==> src/rtl/trace_pkg.sv <==
package trace_pkg;

    localparam int ENTRY_W = 16;
    localparam int BYTE_W  = 8;

    // one request to the trace store
    typedef struct packed {
        logic               valid;
        logic [ENTRY_W-1:0] data;
    } push_t;

    // what the session records, chosen from the mode inputs
    typedef enum logic [1:0] {
        REC_FLOW_BEGIN = 2'd0,
        REC_FLOW_END   = 2'd1,
        REC_EVT_DATA   = 2'd2
    } rec_kind_e;

    function automatic rec_kind_e rec_kind(input logic evt, input logic end_type);
        if (evt)           return REC_EVT_DATA;
        else if (end_type) return REC_FLOW_END;
        else               return REC_FLOW_BEGIN;
    endfunction

    // event-only sessions always close on a full store
    function automatic logic closes_on_full(input rec_kind_e k);
        return (k != REC_FLOW_END);
    endfunction

endpackage

==> src/rtl/trace_fifo.sv <==
module trace_fifo #(
    parameter int DEPTH = 8,
    parameter int W     = 16,
    localparam int PW   = (DEPTH > 1) ? $clog2(DEPTH) : 1,
    localparam int CW   = $clog2(DEPTH + 1)
) (
    input  logic          clk,
    input  logic          rst,
    input  logic          clr,
    input  logic          push,
    input  logic [W-1:0]  wdata,
    input  logic          pop,
    output logic [CW-1:0] count,
    output logic [W-1:0]  rdata
);

    logic [W-1:0]  mem [DEPTH];
    logic [PW-1:0] wp, rp;
    logic          full;

    assign full  = (count == CW'(DEPTH));
    assign rdata = mem[rp];

    function automatic logic [PW-1:0] nxt(input logic [PW-1:0] p);
        return (p == PW'(DEPTH - 1)) ? '0 : p + 1'b1;
    endfunction

    always_ff @(posedge clk) begin
        if (push && !clr && !rst) mem[wp] <= wdata;
    end

    always_ff @(posedge clk) begin
        if (rst || clr) begin
            wp    <= '0;
            rp    <= '0;
            count <= '0;
        end else if (push) begin
            wp <= nxt(wp);
            if (full) rp <= nxt(rp);       // ring: drop the oldest
            else      count <= count + 1'b1;
        end else if (pop) begin
            rp    <= nxt(rp);
            count <= count - 1'b1;
        end
    end

    p_count_bound_r9: assert property (@(posedge clk) disable iff (rst)
        count <= CW'(DEPTH));

    p_pop_nonempty_r8: assert property (@(posedge clk) disable iff (rst)
        pop |-> (count != '0) && !push);

    p_ring_hold_r4: assert property (@(posedge clk) disable iff (rst)
        (push && !clr && count == CW'(DEPTH)) |=> (count == CW'(DEPTH)));

endmodule

==> src/rtl/trace_run_ctrl.sv <==
module trace_run_ctrl
    import trace_pkg::*;
#(
    parameter int DEPTH = 8,
    localparam int CW   = $clog2(DEPTH + 1)
) (
    input  logic                clk,
    input  logic                rst,
    input  logic                en,
    input  logic                arm_wr,
    input  logic                arm_val,
    input  logic                end_sel,
    input  logic                evt_mode,
    input  logic                trig,
    input  logic                hit_a,
    input  logic                hit_b,
    input  logic                cof_valid,
    input  logic [ENTRY_W-1:0]  cof_addr,
    input  logic [BYTE_W-1:0]   bus_data,
    input  logic                rd_pop,
    input  logic [CW-1:0]       count,
    output logic                armed,
    output logic                a_seen,
    output logic                b_seen,
    output logic                fifo_clr,
    output push_t               req,
    output logic                pop
);

    rec_kind_e kind;
    logic      arm_go, run, trg_seen, fill_end, trig_end;
    push_t     cap;

    assign kind   = rec_kind(evt_mode, end_sel);
    assign arm_go = en && arm_wr && arm_val;
    assign run    = armed && en && !arm_wr;

    always_comb begin
        cap = '0;
        unique case (kind)
            REC_EVT_DATA: begin
                cap.valid = trig;
                cap.data  = {{(ENTRY_W-BYTE_W){1'b0}}, bus_data};
            end
            REC_FLOW_END: begin
                cap.valid = cof_valid;
                cap.data  = cof_addr;
            end
            default: begin
                cap.valid = cof_valid && (trg_seen || trig);
                cap.data  = cof_addr;
            end
        endcase
        req       = cap;
        req.valid = run && cap.valid;
    end

    assign fill_end = req.valid && closes_on_full(kind) && (count == CW'(DEPTH - 1));
    assign trig_end = run && (kind == REC_FLOW_END) && trig;
    assign fifo_clr = arm_go;
    assign pop      = rd_pop && !armed && !arm_go && (count != '0);

    always_ff @(posedge clk) begin
        if (rst) begin
            armed    <= 1'b0;
            a_seen   <= 1'b0;
            b_seen   <= 1'b0;
            trg_seen <= 1'b0;
        end else if (arm_go) begin
            armed    <= 1'b1;
            a_seen   <= 1'b0;
            b_seen   <= 1'b0;
            trg_seen <= 1'b0;
        end else if (armed) begin
            if (!run) begin
                armed <= 1'b0;
            end else begin
                if (hit_a) a_seen   <= 1'b1;
                if (hit_b) b_seen   <= 1'b1;
                if (trig)  trg_seen <= 1'b1;
                if (fill_end || trig_end) armed <= 1'b0;
            end
        end
    end

    p_arm_clears_r1: assert property (@(posedge clk) disable iff (rst)
        (en && arm_wr && arm_val) |=> armed && !a_seen && !b_seen && (count == '0));

    p_flag_sticky_r2: assert property (@(posedge clk) disable iff (rst)
        ((a_seen || b_seen) && !(en && arm_wr && arm_val))
        |=> (a_seen || !$past(a_seen)) && (b_seen || !$past(b_seen)));

    p_begin_full_r3: assert property (@(posedge clk) disable iff (rst)
        (armed && en && !arm_wr && (evt_mode || !end_sel) && req.valid
         && count == CW'(DEPTH - 1)) |=> !armed && (count == CW'(DEPTH)));

    p_end_trig_r4: assert property (@(posedge clk) disable iff (rst)
        (armed && en && !arm_wr && !evt_mode && end_sel && trig) |=> !armed);

    p_evt_no_flow_r5: assert property (@(posedge clk) disable iff (rst)
        (evt_mode && !trig) |-> !req.valid);

    p_manual_stop_r6: assert property (@(posedge clk) disable iff (rst)
        (armed && (!en || (arm_wr && !arm_val))) |=> !armed && $stable(count));

    p_en_blocks_r7: assert property (@(posedge clk) disable iff (rst)
        (!armed && !en) |=> !armed);

    p_pop_idle_r8: assert property (@(posedge clk) disable iff (rst)
        pop |-> !armed && !req.valid);

endmodule

==> src/rtl/trace_capture_ctrl.sv <==
module trace_capture_ctrl
    import trace_pkg::*;
#(
    parameter int DEPTH = 8,
    localparam int CW   = $clog2(DEPTH + 1)
) (
    input  logic                clk,
    input  logic                rst,
    input  logic                en,
    input  logic                arm_wr,
    input  logic                arm_val,
    input  logic                end_sel,
    input  logic                evt_mode,
    input  logic                trig,
    input  logic                hit_a,
    input  logic                hit_b,
    input  logic                cof_valid,
    input  logic [ENTRY_W-1:0]  cof_addr,
    input  logic [BYTE_W-1:0]   bus_data,
    input  logic                rd_pop,
    output logic                armed,
    output logic                a_seen,
    output logic                b_seen,
    output logic [CW-1:0]       count,
    output logic [ENTRY_W-1:0]  rd_data
);

    push_t req;
    logic  fifo_clr, pop;

    trace_run_ctrl #(.DEPTH(DEPTH)) u_ctrl (
        .clk(clk), .rst(rst), .en(en), .arm_wr(arm_wr), .arm_val(arm_val),
        .end_sel(end_sel), .evt_mode(evt_mode), .trig(trig),
        .hit_a(hit_a), .hit_b(hit_b), .cof_valid(cof_valid),
        .cof_addr(cof_addr), .bus_data(bus_data), .rd_pop(rd_pop),
        .count(count), .armed(armed), .a_seen(a_seen), .b_seen(b_seen),
        .fifo_clr(fifo_clr), .req(req), .pop(pop)
    );

    trace_fifo #(.DEPTH(DEPTH), .W(ENTRY_W)) u_fifo (
        .clk(clk), .rst(rst), .clr(fifo_clr), .push(req.valid),
        .wdata(req.data), .pop(pop), .count(count), .rdata(rd_data)
    );

    p_reset_state_r10: assert property (@(posedge clk)
        $past(rst) |-> !armed && !a_seen && !b_seen && (count == '0));

endmodule

==> config.mk <==
export PLATFORM = sky130hd
export DESIGN_NAME = trace_capture_ctrl
export DESIGN_NICKNAME = d
export VERILOG_FILES = /design/src/rtl/trace_pkg.sv /design/src/rtl/trace_fifo.sv /design/src/rtl/trace_run_ctrl.sv /design/src/rtl/trace_capture_ctrl.sv
export SDC_FILE = /design/constraint.sdc
export NUM_CORES = 1
export LEC_CHECK = 0
export BUFFER_PORTS_ARGS = -buffer_cell sky130_fd_sc_hd__buf_2
export CAP_MARGIN = 20
export CORE_ASPECT_RATIO = 1.25
export CORE_MARGIN = 4
export CORE_UTILIZATION = 55
export CTS_BUF_LIST = sky130_fd_sc_hd__clkbuf_2 sky130_fd_sc_hd__clkbuf_4 sky130_fd_sc_hd__clkbuf_8
export CTS_CLUSTER_DIAMETER = 40
export DETAILED_ROUTE_END_ITERATION = 7
export PLACE_DENSITY = 0.75
export SYNTH_ARGS = -nofsm -noshare
export SYNTH_HDL_FRONTEND = slang
export SYNTH_HIERARCHICAL = 1
export SYNTH_SLANG_ARGS = --single-unit
==> constraint.sdc <==
create_clock -name clk -period 8.68 [get_ports clk]
set_input_delay 0.868 -clock clk [delete_from_list [all_inputs] [get_ports clk]]
set_output_delay 0.868 -clock clk [all_outputs]
set_load 0.02 [all_outputs]
## Word level (Yosys, flattened, before mapping)

Memories as Yosys holds them, arrays and structs flattened. A register that Yosys moved wholly into a read port is not among the register bits.
Cells that the tools add are included.

| word-level totals | value |
|---|---|
| register bits after elaboration | 14 |
| bits in writable memories | 128 |
| input bits | 36 |
| output and inout port bits | 23 |
| word-level logic and storage cells | 70 |
| memories kept | 1 |

| operators by class | value |
|---|---|
| $add $sub $neg | 4 |
| eq/ne operators | 9 |
| muxes and demuxes | 19 |
| reductions and logical operators | 30 |

Memories:

| name | depth | bits a word | rd ports | clocked after memory_dff | wr ports | RTL line | text |
|---|---|---|---|---|---|---|---|
| u_fifo.mem | 8 | 16 | 1 | 1 | 1 | trace_fifo.sv:17 | `logic [W-1:0] mem [DEPTH];` |

Operators by type and width:

| cell | count |
|---|---|
| case mux 17 bit (2 select lines) | 1 |
| two-way mux 3 bit | 7 |
| logical AND 1 bit | 15 |
| two-way mux 4 bit | 3 |
| AND reduction 3 bit | 3 |
| two-way mux 1 bit | 7 |
| adder 3 x 1 -> 3 bit (second input constant) | 2 |
| equality test 3 bit (second input constant) | 2 |
| adder 4 x 1 -> 4 bit (second input constant) | 1 |
| equality test 4 x 3 -> 1 bit (second input constant) | 1 |
| equality test 4 bit (second input constant) | 1 |
| logical NOT 1 bit | 4 |
| inequality test 2 bit (second input constant) | 2 |
| AND reduction 2 bit | 2 |
| nonzero test 4 bit | 1 |
| subtractor 4 x 1 -> 4 bit (second input constant) | 1 |
| logical OR 1 bit | 3 |
| equality test 2 x 1 -> 1 bit (second input constant) | 1 |
| equality test 2 bit (second input constant) | 1 |
| two-way mux 2 bit | 1 |
| inequality test 2 x 1 -> 1 bit (second input constant) | 1 |
| nonzero test 2 bit | 1 |
| OR reduction 2 bit | 1 |

## Longest topological paths before layout

Gate-level depths: netlist of run 1.

| logic depth | value |
|---|---|
| word-level depth | 12 |
| depth in mapped cells | 11 |
| depth with buffers taken out | 9 |

## Hierarchy

Netlist of run 1, hierarchy kept.

Modules (own cells, without submodules):

| module | instances | cells each | area an instance (µm²) | sequential area each (µm²) |
|---|---|---|---|---|
| trace_fifo | 1 | 258 | 5562.8 | 4103.9 |
| trace_run_ctrl | 1 | 43 | 370.4 | 80.1 |

## Worst setup path after synthesis of run 1

No wires, ideal clock.

| timing path | value |
|---|---|
| path type | input to register |
| from | in evt_mode |
| to | mem u_fifo.mem[0][0], enable pin |
| library setup time | 0.409 ns |
| arrival | 3.178 ns |
| required time | 8.271 ns |
| path slack | 5.093 ns |
| stages | 8 |
| buffers on the path | 2 |
| path through | buf_6 o21ba_4 o22ai_2 nor2_1 buf_2 inv_1 or3_1 nor3_1 |

RTL lines:

| item | RTL line | text |
|---|---|---|
| start: declaration | trace_capture_ctrl.sv:13 | `input logic evt_mode,` |
| end: declaration | trace_fifo.sv:17 |  |

==> impl_summary.md, run 1 <==
Run status
The flow ran to the end, and the final reports show no timing, DRC or antenna violations.

Route
The iteration-0 DRC count of the detailed router is 249. After detailed routing, the number of remaining DRC violations is 0. The iteration count of the initial detailed-routing pass is 4. The routed layout has around 3k vias. The post-detailed-routing wire length is ~11 mm. Dividing the detail-routed wire length by the instance count gives ~21 microns. The via density per instance is just under 6. The detail route stage leaves a number of antenna-violating nets equal to 0.

Clock network
The total clock sinks is 145. Post-CTS repair changed the size of 0 cells. The later pin in the worst-skew pair is clocked with a latency of approximately 0.43 ns.

The CTS tree is yes. The H-tree generated during clock tree synthesis spans 4 levels. The clock buffer count from CTS is 17.

Once the clock tree was built, the setup fixing pass inserted 0 buffers. After clock tree synthesis, the clock-pin slew on the worst setup and hold paths is 0.07 ns. The cts-stage hold buffer count is 0.

Clock tree synthesis selected as its root buffer the cell clkbuf_8. The number of buffers on the longest clock path is 2.

Placed design
The number of port buffers is 58. The weighted congestion at the end of routability-driven global placement is roughly 0.80. Once detailed placement completed, the half-perimeter wirelength came to approximately 6.7 mm.

Die
The die is slightly above 100 microns wide. For this configuration, the core starts out at a cell density of a little under three fifths. The number of ports placed on the die boundary is about 60. The floorplan has 42 rows. The floorplan die height is approximately 120 microns. The die area is ~0.013 sq mm.

The floorplan step defined a core boundary enclosing between 0.01 and 0.015 sq mm.

GRT
Global routing consumed, over all layers together, between 10% and 20% of the routing resources. The number of antenna violations at the first check in global routing is 0. The first global-routing pass estimated approximately 17 mm of wire. The maximum number of pins on one net before global-route repair is 33. The via count of the first global-routing pass came to roughly 3.1k. The total overflow reported by the global router is 0.

Yosys
The async set-reset flop share out of synthesis is 0%. The net count after synthesis is ~340. The number of synthesized flops with an enable pin is approximately 130. Yosys printed 6 warnings. The portion of the post-synthesis area used by sequential elements is a little over two thirds. After synthesis the netlist holds a flip-flop and latch count of ~150. The most used flip-flop cell after synthesis is edfxtp_1.

The cell count after synthesis is roughly 300. Yosys mapped the design onto 35 distinct sky130hd cell types. The synthesized netlist occupies a cell area of 0.00593 sq mm. The post-synthesis average cell area is around 20 sq um.

Power
The power density relative to cell area is approximately 230 mW/mm^2. The total design power is 1.53 mW. Across the VDD grid, the largest voltage drop is between 0.15 and 0.2 mV. The leakage component of the power is 2.36 nW.

Timing
Dividing the final minimum period by the clock period gives roughly 39%. The count of final setup violators is 0. The smallest clock period supported by the final layout is computed as ~3.3 ns. For the pin with the worst max-slew slack, the measured transition is between 0.9 and 1 ns. For the final database, setup skew stands at 0.00633 ns. The final setup TNS is 0 ns.

Timing would allow up to roughly 300 MHz. The headroom to the max-slew limit is roughly two fifths. The worst-case hold slack is ~0.53 ns. Setup repair after global routing left no endpoint under its margin.

The final hold violation count is 0. The count of pins over their slew limit came to 0.

Critical path
STA puts the critical path data arrival time at ~3.5 ns. At the worst endpoint, the required time is around 8.8 ns. The signal on the critical path passes through buf_2, o21ba_4, o22ai_2, nor2_1, inv_1, or3_1, nor2_1, buf_4. The startpoint kind of the worst setup timing path is a primary input. The slowest stage of the critical path belongs to the cell nor2_1. In this run the worst path has a maximum fanout of 19. On the critical path the largest part of the delay comes from simple AND/OR/NAND/NOR gates. The delay of the slowest cell on the worst path is 0.48 ns.

The kind of capture point of the worst setup path is a register. The critical path is of the primary input to register type. The count of buffer and inverter cells on the critical path is 3. The critical path's most frequent cell is nor2_1.

Flow run
The count of max-cap constraint violations is 0.

Cells and area
Relative to the synthesized area, the layout overhead comes to 14.0%. The library cells used most frequently in the layout, excluding fill and tap cells, are 128 x edfxtp_1, 58 x buf_2, 28 x mux4_1, 24 x mux2_2, 20 x nor2_1. After the last flow step, the layout net total stands at approximately 420.

Cells with a size suffix above 1 make up about a third of the layout. The most common cell after layout, fill and taps aside is edfxtp_1. The core utilization of the finished layout is roughly 64%. The repair_antennas step left the layout with diodes totalling 0.

Worst hold path
The tightest min-delay check is of the register to register type.
==> final timing paths <==
path	from	endpoint	slack (ns)	depth (start not counted)
max reg2reg	u_ctrl/trg_seen	u_fifo/mem[6][12]	5.84	7
max	evt_mode	u_fifo/mem[6][12]	5.34	8
min	u_ctrl/a_seen	u_ctrl/a_seen	0.53	2
min reg2reg	u_ctrl/a_seen	u_ctrl/a_seen	0.53	2
==> final cells by class <==
cell class,instances,area [sq um]
fillers,734,3800
clock inverters,14,146
repair buffers,67,358
flip-flops and latches,145,4190
inverters,2,7.51
clock buffers,18,241
well taps,132,165
multi-input cells,141,1660
==> flip-flops by register name, indices dropped and copies added, names as in the netlist, named ones only <==
| register | count |
|---|---|
| u_fifo/wp | 3 |
| u_ctrl/a_seen | 1 |
| u_ctrl/b_seen | 1 |
| u_fifo/count | 4 |
| u_fifo/mem | 128 |
| u_fifo/rp | 3 |
| u_ctrl/trg_seen | 1 |
| u_ctrl/armed | 1 |
==> logic make-up after synthesis <==
family	after synthesis	synth area share, %
AND/OR/NAND/NOR	52	4.41
buffers and inverters	15	1.64
XOR/XNOR	3	0.443
flip-flops	145	70.5
adder cells (fa/ha/maj)	7	1.60
multiplexers	61	19.3
AO/OA/AOI/OAI	18	2.07
==> worst min-delay path: cells and delay by family, from the launching register on <==
kind / cells / cell delay [ns]
AND/OR/NAND/NOR: 1 / 0.05
flip-flops: 1 / 0.31
AO/OA/AOI/OAI: 1 / 0.12
==> where the power goes <==
group | switching [mW] | leakage, nW | total, mW | internal, mW
Sequential | 0.0169 | 1.30 | 0.787 | 0.770
Clock | 0.233 | 0.199 | 0.513 | 0.281
Combinational | 0.114 | 0.858 | 0.228 | 0.114
Total | 0.364 | 2.36 | 1.53 | 1.16
==> metal layers <==
layer	vias to the layer above	global-route usage, %	wire length, microns
li1	1382	-	-
met1	1591	23.3	4420
met2	82	31.3	5850
met3	12	5.04	545
met4	0	7.07	108
met5	-	0	0
==> synthesized netlist by cell type, drive strengths merged (3+ instances only) <==
cell	count	area, sq um
mux2	24	270
clkbuf	3	12.5
a21oi	11	55.1
edfxtp	128	3840
nand2	5	18.8
dfxtp	17	340
ha	6	75.1
nor3	6	30.0
mux4	32	826
mux2i	5	50.1
nor2	20	75.1
buf	10	77.6
nor2b	10	62.6
==> stage by stage <==
| step | worst slack (ns) | cell area (sq um) | std cells |
|---|---|---|---|
| 6_report | 5.34 | 6770 | 519 |
| 5_1_grt | 5.12 | 6770 | 519 |
| 4_1_cts | 5.36 | 6770 | 519 |
| 3_5_place_dp | 4.87 | 6380 | 487 |
| 3_3_place_gp | 5.01 | 6380 | 487 |
| 2_1_floorplan | 5.09 | 5930 | 301 |
No activity file was read; power rests on OpenSTA's default activity.
==> inputs of run 2 (changes only) <==
- clock period: 8.68 -> 3.2 ns (I/O delays scaled with it)
==> run 2 against run 1 <==
  * Worst hold slack got worse by 0.40 ns
  * Power rose to 2.8 times the previous value
  * Critical path depth fell by 4
  * Register-to-register slack got worse by 5.1 ns
  * Critical path type is now register to output pin
  * Non-clock buffer count rose by 6
==> impl_summary.md, run 2 (synthesis gave the netlist of run 1 again) <==
Run status
The run finished with clean final reports.

GRT
The maximum number of pins on one net before global-route repair came to 33 (unchanged). The wire length of the first global-routing pass is 16.9 mm (+0.99%). The via count of the first global-routing pass is 3103 (-0.93%). The total overflow reported by the global router was 0 (unchanged).

The number of antenna violations at the first check in global routing is 0 (unchanged). The global routing usage summed across all routing layers is 18.9% (+0.27 points).

Cells and area
The register area is 0.00418 sq mm (about the same). The final standard cell area without fillers is 0.00689 sq mm (+1.9%). The net count of the finished layout came to 423 (+1.4%). The share of cells above drive strength 1 was 34.3% (+1.2 points). Compared with the post-synthesis result, the final layout area differs by 16.2%. In the layout the commonest cells are 128 x edfxtp_1, 58 x buf_2, 28 x mux4_1, 24 x mux2_2, 20 x nor2_1. The number of diodes is 0 (unchanged). The total of fill cells in the finished design is 713 (-2.9%).

The most common cell after layout, fill and taps aside is edfxtp_1. The register name with the most flops is u_fifo/mem. The largest registers in the layout are u_fifo/mem x128, u_fifo/count x4.

The number of flip-flops in the largest register is 128 (unchanged). The combined area of the multi-input logic cells was 0.00166 sq mm (unchanged).

Power
The leakage component of the power is 2.41 nW (+2.2%). The share of total power in the clock network is 36.0% (+2.4 points). The total design power is 4.31 mW (+180%). The sequential fraction of design power is 49.4% (-2.1 points). The worst vdd rail ir drop is 0.433 mV (+130%). The switching power is 990 uW (+170%).

The total internal power came to 3.32 mW (+180%). The power density relative to cell area is 625 mW/mm^2 (+180%). The share of total power consumed by net switching is 23.0% (-0.81 points). The combinational fraction of design power is 14.6% (-0.3 points).

Timing
The headroom to the max-slew limit was 36.9% (-2.7 points). The minimum clock period is around 2.7 ns. The final setup TNS was 0 ns (unchanged).

The final critical path takes up 83.7% of the cycle. The largest clock skew in the final design came to 0.00769 ns (+0.00136 ns). Setup repair after global routing left no endpoint under its margin. The count of final setup violators is 0 (unchanged).

The count of pins over their slew limit is 0 (unchanged). The measured slew at the worst slew-check pin came to 0.945 ns (+0.0400 ns). The worst-case hold slack is 0.126 ns (-0.401 ns). The final hold violation count is 0 (unchanged). For this run, the top clock speed supported by timing is 373 MHz.

Die
The die area came to 0.0125 sq mm (unchanged). The floorplan die height is 124 microns (unchanged). The width of the chip is 101 microns (unchanged). The number of ports placed on the die boundary is 59 (unchanged). The placeable core region is 0.0106 sq mm (unchanged). The starting density of the core came to 56.2% (unchanged). The row count is 42 (unchanged).

Route
The total DRC errors in the routed layout is 0 (unchanged). The post-detailed-routing wire length is 10.9 mm (-0.65%). The via density per instance is 5.73 (-3.1%). The routed length per placed instance is 20.7 microns (-1.4%). The iteration-0 DRC count of the detailed router came to 166 (-33%).

The count of antenna-violating nets left after detailed routing was 0 (unchanged). The iteration count of the initial detailed-routing pass is 4 (unchanged). The overall via count from detail_route is 2995 (-2.3%).

Critical path
The logic depth of the worst setup path including buffers came to 4 (-4). The kind of capture point of the worst setup path is an output pin. The cell count of the worst reg-to-reg path was 7 (unchanged).

STA classifies the critical path startpoint as a register. Walking the worst path, the cells encountered are buf_4, mux4_1, mux2_2, buf_2. The capture point of the worst reg-to-reg path is u_fifo/mem[4][7].

The capture point of the worst path is rd_data[4]. The largest individual stage delay along the critical path comes from the cell mux4_1. The data arrival time at the worst-slack endpoint came to 2.36 ns (-1.11 ns). The required time reported for the critical path endpoint came to 2.88 ns (-5.93 ns). The largest fanout on the critical path is 32 (+13).

The count of buffer and inverter cells on the critical path is 2 (-1). The delay of the slowest cell on the worst path is 0.68 ns (+0.20 ns). By startpoint and endpoint, the worst setup path is classified as register to output pin. The family with the most delay on the worst path is multiplexers.

The source of the worst register-to-register timing path is u_ctrl/trg_seen. The register-to-register path setup slack was 0.70 ns (-5.14 ns).

Clock network
TritonCTS built the clock tree. The clock latency reported for the late side of the worst-skew pair was 0.43 ns (about the same). The total clock sinks came to 145 (unchanged). The total number of H-tree levels is 4 (unchanged). The post-cts repair resize count is 0 (unchanged). The clock buffer count from CTS is 17 (unchanged). The cts-stage hold buffer count came to 0 (unchanged). The count of buffers added by post-CTS timing repair for setup was 0 (unchanged). The clock slew seen by the registers of the worst setup and hold paths is 0.07 ns (about the same). The number of buffers on the longest clock path is 2 (unchanged). The cell sitting at the root of the clock tree is a clkbuf_8.

Placed design
The half-perimeter wire length after placement was 7.21 mm (+7.3%). The area after detailed placement came to 0.00646 sq mm (+1.3%). The number of port buffers came to 58 (unchanged). The weighted congestion at the end of routability-driven global placement is 0.812 (+1.9%).

Flow run
The count of max-cap constraint violations came to 0 (unchanged).

Worst hold path
The worst hold path belongs to the class primary input to register.
-- run 2: worst min-delay path by stage --
| stage | start | end | slack (ns) | depth (start not counted) |
|---|---|---|---|---|
| 2_1_floorplan | rst | u_ctrl/armed | 0.39 | 1 |
| 3_3_place_gp | u_ctrl/b_seen | u_ctrl/b_seen | 0.50 | 2 |
| 3_5_place_dp | u_ctrl/b_seen | u_ctrl/b_seen | 0.50 | 2 |
| 4_1_cts | rst | u_ctrl/armed | 0.1 | 2 |
| 5_1_grt | rst | u_ctrl/trg_seen | 0.10 | 2 |
| 6_report | rst | u_ctrl/armed | 0.13 | 2 |
-- run 2: cell type report --
class / instances / share of cell area, %
repair buffers: 73 / 6.39
inverters: 2 / 0.109
multi-input cells: 141 / 24.1
clock inverters: 12 / 2.78
clock buffers: 18 / 3.50
well taps: 132 / 2.40
flip-flops and latches: 145 / 60.7
-- run 2: per-layer routing --
layer | global-route usage (%) | part of all wire (%) | vias to the layer above
li1 | - | - | 1392
met1 | 25.1 | 42 | 1485
met4 | 6.48 | 0.94 | 0
met5 | 0 | 0 | -
met2 | 30.6 | 51 | 107
met3 | 5.04 | 5.6 | 11
-- run 2: power by group through the flow --
stage                     sequential (mW)  clock, mW  combinational (mW)
after floorplan                      2.18          0               0.484
after global placement               2.17          0               0.620
after detailed placement             2.17          0               0.633
after CTS                            2.13       1.57               0.637
after global routing                 2.13       1.67               0.684
final                                2.13       1.55               0.629
-- run 2: through the flow --
step | util, % | setup WS, ns | instances
finish | 65.2 | 0.521 | 523
global route | 65.2 | 0.411 | 523
CTS | 65.2 | 0.469 | 523
detailed placement | 61.1 | 0.367 | 493
global placement | 61.1 | 0.439 | 493
floorplan | - | 0.161 | 301
==> inputs of run 3 (changes only) <==
- clock period: 3.2 -> 2.6 ns (I/O delays scaled with it)
==> run 3 against run 2 <==
  * Sequential share of layout area fell by 0.14 points
  * Setup slack lost 0.34 ns
  * Non-clock buffer count rose by 8
  * Critical path type unchanged
  * Core utilization is 0.15 points higher
  * Critical path depth is the same
  * Power grew 22%
  * First-iteration DRC count rose by 23%
  * Highest routed layer unchanged
  * Clock-buffer cell count stayed put
  * Cell area grew 0.24%
  * Cell count increased by 1.9%
==> impl_summary.md, run 3 (synthesis gave the netlist of run 1 again) <==
Route
The via density per instance is 5.68 (-0.76%). The post-detailed-routing wire length is 10.9 mm (+0.23%). The overall via count from detail_route is 3029 (+1.1%). The iteration count of the initial detailed-routing pass is 4 (unchanged).

The iteration-0 DRC count of the detailed router is 204 (+23%). The total DRC errors in the routed layout is 0 (unchanged). The count of antenna-violating nets left after detailed routing is 0 (unchanged). The routed length per placed instance is 20.4 microns (-1.7%).

Cells and area
The final standard cell area without fillers was 0.00691 sq mm (+0.24%). The number of diodes is 0 (unchanged). In the layout the commonest cells are 128 x edfxtp_1, 58 x buf_2, 28 x mux4_1, 24 x mux2_2, 23 x buf_4. The register with the most flip-flops in the final layout is u_fifo/mem.

Leaving out fill and tap cells, the most frequent cell in the layout is edfxtp_1. The number of flip-flops in the largest register was 128 (unchanged). In the final layout, the registers with the most flip-flops are u_fifo/mem x128, u_fifo/count x4. The net count of the finished layout is 431 (+1.9%). Relative to the synthesized area, the layout overhead comes to 16.4%.

The core utilization of the finished layout is 65.4% (+0.15 points). The share of cells above drive strength 1 was 35.7% (+1.4 points).

Critical path
The largest fanout on the critical path is 18 (-44%). The required time reported for the critical path endpoint was 2.34 ns (-0.54 ns). The source of the worst register-to-register timing path is u_ctrl/trg_seen.

The kind of capture point of the worst setup path is an output pin. The startpoint kind of the worst setup timing path is a register. The kind of critical path is register to output pin. The data arrival time at the worst-slack endpoint is 2.16 ns (-0.20 ns).

Timing
The headroom to the max-slew limit is 56.9% (+20 points). The worst path in the final design needs a cycle of between 2 and 2.5 ns, including I/O delays and setup. The measured slew at the worst slew-check pin is 0.638 ns (-0.307 ns).

Setup repair after global routing left no endpoint under its margin. The final hold violation count came to 0 (unchanged). For this run, the top clock speed supported by timing is around 410 MHz. The count of final setup violators is 0 (unchanged). The final setup TNS is 0 ns (unchanged). The worst-case hold slack is 0.0586 ns (-0.0678 ns). The largest clock skew in the final design is 0.0135 ns (+0.00583 ns). The count of pins over their slew limit is 0 (unchanged). The final period utilization is ~93%.

Die
The number of ports placed on the die boundary is 59 (unchanged). The floorplan die height is 124 microns (unchanged). The width of the chip came to 101 microns (unchanged). The placeable core region is 0.0106 sq mm (unchanged). The row count is 42 (unchanged). The die area was 0.0125 sq mm (unchanged). The starting density of the core is 56.2% (unchanged).

Clock network
The post-cts repair resize count is 0 (unchanged). The clock buffer count from CTS is 17 (unchanged). The clock slew seen by the registers of the worst setup and hold paths is 0.08 ns (about the same).

The number of buffers on the longest clock path came to 2 (unchanged). The cts-stage hold buffer count is 0 (unchanged). The root buffer cell is clkbuf_8. The clock latency reported for the late side of the worst-skew pair came to 0.44 ns (about the same). The total clock sinks was 145 (unchanged).

The total number of H-tree levels is 4 (unchanged). The count of buffers added by post-CTS timing repair for setup is 0 (unchanged). The CTS tree is yes.

GRT
The maximum number of pins on one net before global-route repair was 21 (-36%). The number of antenna violations at the first check in global routing is 0 (unchanged). The wire length of the first global-routing pass is 17.1 mm (+0.94%).

The total overflow reported by the global router is 0 (unchanged). The global routing usage summed across all routing layers was 19.0% (+0.11 points). The via count of the first global-routing pass came to 3169 (+2.1%).

Flow run
The count of max-cap constraint violations is 0 (unchanged).

Placed design
The area after detailed placement is 0.00648 sq mm (+0.35%). The number of port buffers came to 58 (unchanged). The half-perimeter wire length after placement is 7.05 mm (-2.2%). The weighted congestion at the end of routability-driven global placement is 0.732 (-9.8%).

Worst hold path
In this run the worst hold path is classified as primary input to register. The startpoint of the lowest-slack hold path is rst.

Power
The leakage component of the power is 2.45 nW (+1.6%). The power density relative to cell area is 761 mW/mm^2 (+22%). The worst vdd rail ir drop is 0.498 mV (+15%). The total design power is 5.26 mW (+22%).

Run status
The run finished with clean final reports.
-- run 3: cell count changes in the layout (fill, tap and decap cells not counted) --
cell / previous run / this run
buf_12: 3 / 0
buf_4: 12 / 23
bufinv_16: 5 / 4
clkinv_1: 1 / 2
clkinv_4: 0 / 1
clkinvlp_4: 3 / 1
inv_6: 0 / 3
-- run 3: layer usage --
metal  global-route usage (%)  vias up  share of wire, %
met1                     24.6     1518                41
met3                     4.99        8               5.4
met2                     31.4       93                52
met4                     6.90        0              0.84
li1                         -     1410                 -
met5                        0        -                 0
-- run 3: worst paths after layout --
path                                         end  slack (ns)  cells past startpoint
worst min-delay path                u_ctrl/armed        0.06                      2
worst max register to register  u_fifo/mem[4][2]        0.54                      7
worst min register to register     u_ctrl/a_seen        0.54                      2
worst max-delay path                  rd_data[0]        0.18                      4
-- run 3: worst max-delay path: stages (launching register included) --
cell and delay, ns:
dfxtp_1 0.34, buf_4 0.31, mux4_1 0.60, mux2_2 0.30
buf_2 0.16
-- run 3: cell type report --
class	count	area, sq um
Timing Repair Buffer	81	463
Clock buffer	18	241
Inverter	2	7.51
Multi-Input combinational cell	141	1660
Clock inverter	14	185
Tap cell	132	165
Sequential cell	145	4180
Fill cell	732	3650
-- run 3: power by group --
group	internal, mW	total [mW]	switching (mW)
logic	0.391	0.785	0.394
clock network	1.05	1.85	0.798
registers	2.57	2.62	0.0508
-- run 3: metrics by stage --
step | std cells | worst slack [ns]
after global routing | 533 | 0.0835
after floorplan | 301 | 0.0148
after detailed placement | 501 | 0.388
after CTS | 533 | 0.135
after global placement | 501 | 0.436
final | 533 | 0.181
